===== src/rtl/pref_dbg_pkg.sv =====
package pref_dbg_pkg;

    typedef enum logic [1:0] {
        SEL_DATA = 2'd0,
        SEL_CMD  = 2'd1,
        SEL_STAT = 2'd2,
        SEL_RSVD = 2'd3
    } bus_sel_e;

    typedef enum logic [1:0] {
        ST_IDLE    = 2'd0,
        ST_ACCESS  = 2'd1,
        ST_CAPTURE = 2'd2
    } seq_state_e;

    localparam int CMD_READ_BIT  = 30;
    localparam int CMD_PAREN_BIT = 29;
    localparam int STAT_CLR_BIT  = 0;

    typedef struct packed {
        logic is_read;
        logic par_en;
    } acc_kind_t;

endpackage


===== src/rtl/pref_dbg_parity.sv =====
module pref_dbg_parity #(
    parameter int DATA_W = 32,
    localparam int NB    = DATA_W / 8
) (
    input  logic [DATA_W-1:0] data,
    output logic [NB-1:0]     par
);
    for (genvar b = 0; b < NB; b++) begin : g_byte
        assign par[b] = ^data[8*b +: 8];
    end
endmodule


===== src/rtl/pref_dbg_seq.sv =====
module pref_dbg_seq
    import pref_dbg_pkg::*;
#(
    parameter int DATA_W = 32,
    parameter int ADDR_W = 7,
    localparam int NB     = DATA_W / 8,
    localparam int WORD_W = DATA_W + NB
) (
    input  logic              clk,
    input  logic              rst,
    input  logic              start,
    input  acc_kind_t         kind_in,
    input  logic [ADDR_W-1:0] addr_in,
    input  logic [WORD_W-1:0] data_reg,
    output logic              ram_en,
    output logic              ram_we,
    output logic [ADDR_W-1:0] ram_addr,
    output logic [WORD_W-1:0] ram_wdata,
    output logic              cap_en,
    output logic              busy
);
    seq_state_e        state_q;
    acc_kind_t         kind_q;
    logic [ADDR_W-1:0] addr_q;
    logic [NB-1:0]     gen_par;

    pref_dbg_parity #(.DATA_W(DATA_W)) u_gen (
        .data (data_reg[DATA_W-1:0]),
        .par  (gen_par)
    );

    always_ff @(posedge clk) begin
        if (rst) begin
            state_q <= ST_IDLE;
            kind_q  <= '0;
            addr_q  <= '0;
        end else begin
            case (state_q)
                ST_IDLE: begin
                    if (start) begin
                        state_q <= ST_ACCESS;
                        kind_q  <= kind_in;
                        addr_q  <= addr_in;
                    end
                end
                ST_ACCESS:  state_q <= ST_CAPTURE;
                ST_CAPTURE: state_q <= ST_IDLE;
                default:    state_q <= ST_IDLE;
            endcase
        end
    end

    always_comb begin
        ram_en    = (state_q == ST_ACCESS);
        ram_we    = ram_en && !kind_q.is_read;
        ram_addr  = addr_q;
        ram_wdata = {(kind_q.par_en ? data_reg[WORD_W-1:DATA_W] : gen_par),
                     data_reg[DATA_W-1:0]};
        cap_en    = (state_q == ST_CAPTURE) && kind_q.is_read;
        busy      = (state_q != ST_IDLE);
    end
endmodule


===== src/rtl/pref_dbg_perr_log.sv =====
module pref_dbg_perr_log #(
    parameter int DATA_W = 32,
    parameter int ADDR_W = 7,
    localparam int NB     = DATA_W / 8,
    localparam int WORD_W = DATA_W + NB
) (
    input  logic              clk,
    input  logic              rst,
    input  logic              np_valid,
    input  logic [ADDR_W-1:0] np_addr,
    input  logic [WORD_W-1:0] np_data,
    input  logic              clr,
    output logic              flag,
    output logic [ADDR_W-1:0] log_addr
);
    logic [NB-1:0] exp_par;
    logic          mismatch;

    pref_dbg_parity #(.DATA_W(DATA_W)) u_chk (
        .data (np_data[DATA_W-1:0]),
        .par  (exp_par)
    );

    assign mismatch = np_valid && (exp_par != np_data[WORD_W-1:DATA_W]);

    always_ff @(posedge clk) begin
        if (rst) begin
            flag     <= 1'b0;
            log_addr <= '0;
        end else if (mismatch && (!flag || clr)) begin
            flag     <= 1'b1;
            log_addr <= np_addr;
        end else if (clr) begin
            flag     <= 1'b0;
            log_addr <= '0;
        end
    end
endmodule


===== src/rtl/pref_dbg_port.sv =====
module pref_dbg_port
    import pref_dbg_pkg::*;
#(
    parameter int DATA_W  = 32,
    parameter int CHAN_W  = 2,
    parameter int ENTRY_W = 5,
    localparam int NB     = DATA_W / 8,
    localparam int WORD_W = DATA_W + NB,
    localparam int ADDR_W = CHAN_W + ENTRY_W
) (
    input  logic              clk,
    input  logic              rst,
    input  logic              bus_we,
    input  logic [1:0]        bus_sel,
    input  logic [WORD_W-1:0] bus_wdata,
    input  logic              np_valid,
    input  logic [ADDR_W-1:0] np_addr,
    input  logic [WORD_W-1:0] np_data,
    input  logic [WORD_W-1:0] ram_rdata,
    output logic              ram_en,
    output logic              ram_we,
    output logic [ADDR_W-1:0] ram_addr,
    output logic [WORD_W-1:0] ram_wdata,
    output logic [WORD_W-1:0] data_q,
    output logic              acc_done,
    output logic              perr_flag,
    output logic [ADDR_W-1:0] perr_addr
);
    bus_sel_e  sel;
    logic      busy;
    logic      cap_en;
    logic      cmd_go;
    logic      stat_clr;
    acc_kind_t kind_in;

    assign sel      = bus_sel_e'(bus_sel);
    assign cmd_go   = bus_we && (sel == SEL_CMD) && !busy;
    assign stat_clr = bus_we && (sel == SEL_STAT) && bus_wdata[STAT_CLR_BIT];
    assign kind_in  = '{is_read: bus_wdata[CMD_READ_BIT],
                        par_en:  bus_wdata[CMD_PAREN_BIT]};
    assign acc_done = !busy;

    pref_dbg_seq #(.DATA_W(DATA_W), .ADDR_W(ADDR_W)) u_seq (
        .clk       (clk),
        .rst       (rst),
        .start     (cmd_go),
        .kind_in   (kind_in),
        .addr_in   (bus_wdata[ADDR_W-1:0]),
        .data_reg  (data_q),
        .ram_en    (ram_en),
        .ram_we    (ram_we),
        .ram_addr  (ram_addr),
        .ram_wdata (ram_wdata),
        .cap_en    (cap_en),
        .busy      (busy)
    );

    pref_dbg_perr_log #(.DATA_W(DATA_W), .ADDR_W(ADDR_W)) u_log (
        .clk      (clk),
        .rst      (rst),
        .np_valid (np_valid),
        .np_addr  (np_addr),
        .np_data  (np_data),
        .clr      (stat_clr),
        .flag     (perr_flag),
        .log_addr (perr_addr)
    );

    always_ff @(posedge clk) begin
        if (rst) begin
            data_q <= '0;
        end else if (cap_en) begin
            data_q <= ram_rdata;
        end else if (bus_we && (sel == SEL_DATA)) begin
            data_q <= bus_wdata;
        end
    end
endmodule


===== config.mk =====
export PLATFORM = sky130hd
export DESIGN_NAME = pref_dbg_port
export DESIGN_NICKNAME = d
export VERILOG_FILES = /design/src/rtl/pref_dbg_pkg.sv /design/src/rtl/pref_dbg_parity.sv /design/src/rtl/pref_dbg_seq.sv /design/src/rtl/pref_dbg_perr_log.sv /design/src/rtl/pref_dbg_port.sv
export SDC_FILE = /design/constraint.sdc
export NUM_CORES = 1
export LEC_CHECK = 0
export BUFFER_PORTS_ARGS = -buffer_cell sky130_fd_sc_hd__buf_2
export CAP_MARGIN = 10
export CORE_ASPECT_RATIO = 0.8
export CORE_UTILIZATION = 43
export DETAILED_ROUTE_END_ITERATION = 8
export PLACE_DENSITY = 0.79
export SLEW_MARGIN = 20
export SYNTH_ARGS = -nofsm -noshare
export SYNTH_HDL_FRONTEND = slang
export SYNTH_SLANG_ARGS = --single-unit

===== constraint.sdc =====
create_clock -name clk -period 1.9 [get_ports clk]
set_clock_uncertainty 0.1 [all_clocks]
set_input_delay 0.285 -clock clk [delete_from_list [all_inputs] [get_ports clk]]
set_output_delay 0.285 -clock clk [all_outputs]
set_load 0.05 [all_outputs]

==> flow_summary.ini <==
[die]
die_area_um2 = 7860
rows = 27
start_util_pct = 45.72
core_area_um2 = 7061
die_w_um = 98.87
die_y_um = 79.50
ios = 211

[synthesis]
synth_top_family_by_area = XOR/XNOR gates
yosys_warnings = 0
synth_fa_ha_area_share_pct = 0
ys_types = 26
yosysTopAreaCell = dfxtp_1
synth_edf_count = 0
synth_compound_area_share_pct = 9.961
synth_fp_nets = 453
synthXorXnorAreaFrac_pct = 18.88
synth-main-ff-cell = dfxtp_1
ys_seq_elements = 55
synthMostInstantiatedCell = dfxtp_1
synth_mux_area_share_pct = 17.52
synthTopCellsByCount = dfxtp_1 (55), mux2i_1 (52), nor2_1 (51), a211oi_1 (36), xnor2_1 (35)
async_flop_share_pct = 0
synthSimpleGateAreaFrac_pct = 9.380
ys_seq_area_share_pct = 34.11
syn-instance-count = 332
synth.avg_cell_area_um2 = 9.723
ys_top_cells_by_area = dfxtp_1 (34%), mux2i_1 (16%), xnor2_1 (9.5%), a211oi_1 (8.4%), buf_4 (7.4%)
synth_top_area_share_pct = 34.11
syn_area_um2 = 3228

[placed_design]
hpwl_um = 6196
dpl.cell_count = 586
place.gp.congestion = 0.8322
io_buffers = 210
placed_cell_area_um2 = 4167
dp_slack_ns = -0.03129

[clock_tree]
cts_tree = done
clock_path_buffers = 2
cts.sinks = 55
clkTransAtPathRegs_ns = 0.10
root_buffer = clkbuf_8
cts-buffers-inserted = 5
insertion_delay_ns = 0.30
cts_max_level = 2
cts_hold_buf = 0

[outcome]
violations = setup timing
status = finished, violations left

[global_routing]
grt_max_degree = 47
grt_pass1_vias = 2732
grt_pass1_wl_um = 12740
grt_use_total_pct = 20.21
antenna_found_initial = 0
overflow = 0

[routing]
routed_via_density = 4.870
drtIter0Drc = 41
dr.pass1.iters = 3
via_count = 2951
wl_um = 8392
wl_per_cell_um = 13.85
drtAntennaViolNets = 0
route.detailed.drc = 0

[worst_setup_path]
ff2ff_path_depth = 4
slowest_stage = dfxtp_2
required_ns = 1.51
cp_top_family = XOR/XNOR gates
r2r_slack_ns = 0.42
crit_fanout = 2
critical_path_class = reg2out
cp_cell_sequence = xor2_2, xnor2_2, xnor2_2, mux2_2, buf_6
critPathArrivalTime_ns = 1.57
endpoint_kind = output port
path_buf_inv = 1
r2r-start = u_seq.state_q[0]$_SDFFE_PP0P_
critPathMostFrequentCell = xnor2_2
cp_slowest_stage_delay_ns = 0.35
timing.rr.end = data_q[17]$_SDFFE_PP0P_
start_kind = flip-flop

[sta]
hold_violations = 0
timing.final.max_slew_violations = 0
relSlewSlack_pct = 67.90
rsz0062_at_grt = true
clock.fmax_ghz = 0.5111
finalWorstSetupSlack_ns = -0.05643
setup_tns_ns = -0.1281
setup_viol = 4
fin_crit_ns = 1.956
fin_crit_sh_pct = 103.0
worst_pin_slew_ns = 0.4798

[pwr]
power.leakage_nw = 2.275
p_per_area_nw_per_um2 = 710.2
ir_worst_vdd_uv = 398.7

[cells_and_area]
layout.cells.non_filler = 606
fin_area_um2 = 4546
layout.nets = 639
final_layout_size_suffix_gt1_share_pct = 57.03
diodes = 0
syn_to_final_growth_pct = 40.81

[hold_path]
whs_path_depth = 3
min_from = np_addr[3]
min_path_type = in2reg
hold_end = u_log.log_addr[3]$_SDFFE_PP0P_

[run]
cap_violations = 0
==> cell usage in the layout, fill, tap and decap left out, drive strengths merged <==
cell type	count
and3	1
a41oi	2
xnor3	4
buf	230
xnor2	40
mux2	4
nor2b	2
o21ba	1
nand4b	1
clkbuf	5
nor2	51
bufinv	1
inv	3
nand2b	8
a211oi	36
mux2i	52
dfxtp	55
xor2	12
o21ai	1
clkinv	2
nand2	7
nand3b	1
==> tightest hold or removal path, delay by kind of cell <==
| family | cells | cell delay, ns |
|---|---|---|
| buffers and inverters | 1 | 0.09 |
| muxes | 1 | 0.06 |
| and+or+nand+nor | 1 | 0.05 |
==> routing by layer <==
layer  up-vias  track usage, %  wire [um]
met3         8           4.116        492
li1       1468               -          -
met2       113           36.99       4340
met5         -               0          0
met4         0           4.627         79
met1      1362           24.37       3479
==> state kept, by name, indices dropped and copies added (netlist names) <==
name / cells
data_q: 36
u_seq.ram_addr: 7
u_log.flag: 1
u_log.log_addr: 7
u_seq.state_q: 2
u_seq.kind_q: 2
==> area by class of cell <==
cell class                 instances  area (um2)
fill                             584        2515
multi-input combinational        223        1922
timing repair buffer             230        1251
sequential                        55        1140
tap                               87       108.9
clock buffer                       5       68.82
clock inverter                     3       43.79
inverter                           3       11.26
==> cell families (layout without fill, tap and decap cells) <==
kind of cell | Yosys count | in the layout
AO/OA/AOI/OAI | 40 | 40
XOR/XNOR | 56 | 56
buffers and inverters | 54 | 241
flip-flops | 55 | 55
multiplexers | 56 | 56
AND/OR/NAND/NOR | 71 | 71
==> what timing repair did <==
item	4_1_cts	5_1_grt
pin swaps	13	5
resized for setup	38	14
setup buffers	10	2
cloned	0	0
setup endpoints to repair	4	4
==> report_power, final <==
part           internal [W]  switching, W  leakage [nW]
logic              0.000507      0.000691          1.76
clock network      0.000393      0.000383        0.0581
registers           0.00121     0.0000453         0.461
==> metrics by stage <==
| stage | total power [W] | hold WS (ns) | util, % |
|---|---|---|---|
| 5_1_grt | 0.003375 | 0.1248 | 64.38 |
| 6_report | 0.003228 | 0.1293 | 64.38 |
| 2_1_floorplan | 0.002119 | 0.3289 | - |
| 4_1_cts | 0.003234 | 0.1223 | 62.93 |
| 3_5_place_dp | 0.002402 | 0.3530 | 59.01 |
| 3_3_place_gp | 0.002383 | 0.3441 | 59.01 |
==> how the worst max path moves through the flow <==
stage | from | to | cells past startpoint
final | data_q[6]$_SDFFE_PP0P_ | ram_wdata[32] | 5
after global placement | np_data[26] | u_log.log_addr[3]$_SDFFE_PP0P_ | 7
after floorplan | data_q[6]$_SDFFE_PP0P_ | ram_wdata[32] | 4
after CTS | data_q[6]$_SDFFE_PP0P_ | ram_wdata[32] | 5
after detailed placement | np_data[26] | u_log.log_addr[4]$_SDFFE_PP0P_ | 7
after global routing | data_q[12]$_SDFFE_PP0P_ | ram_wdata[33] | 5
Power figures use the tool's default switching activity.
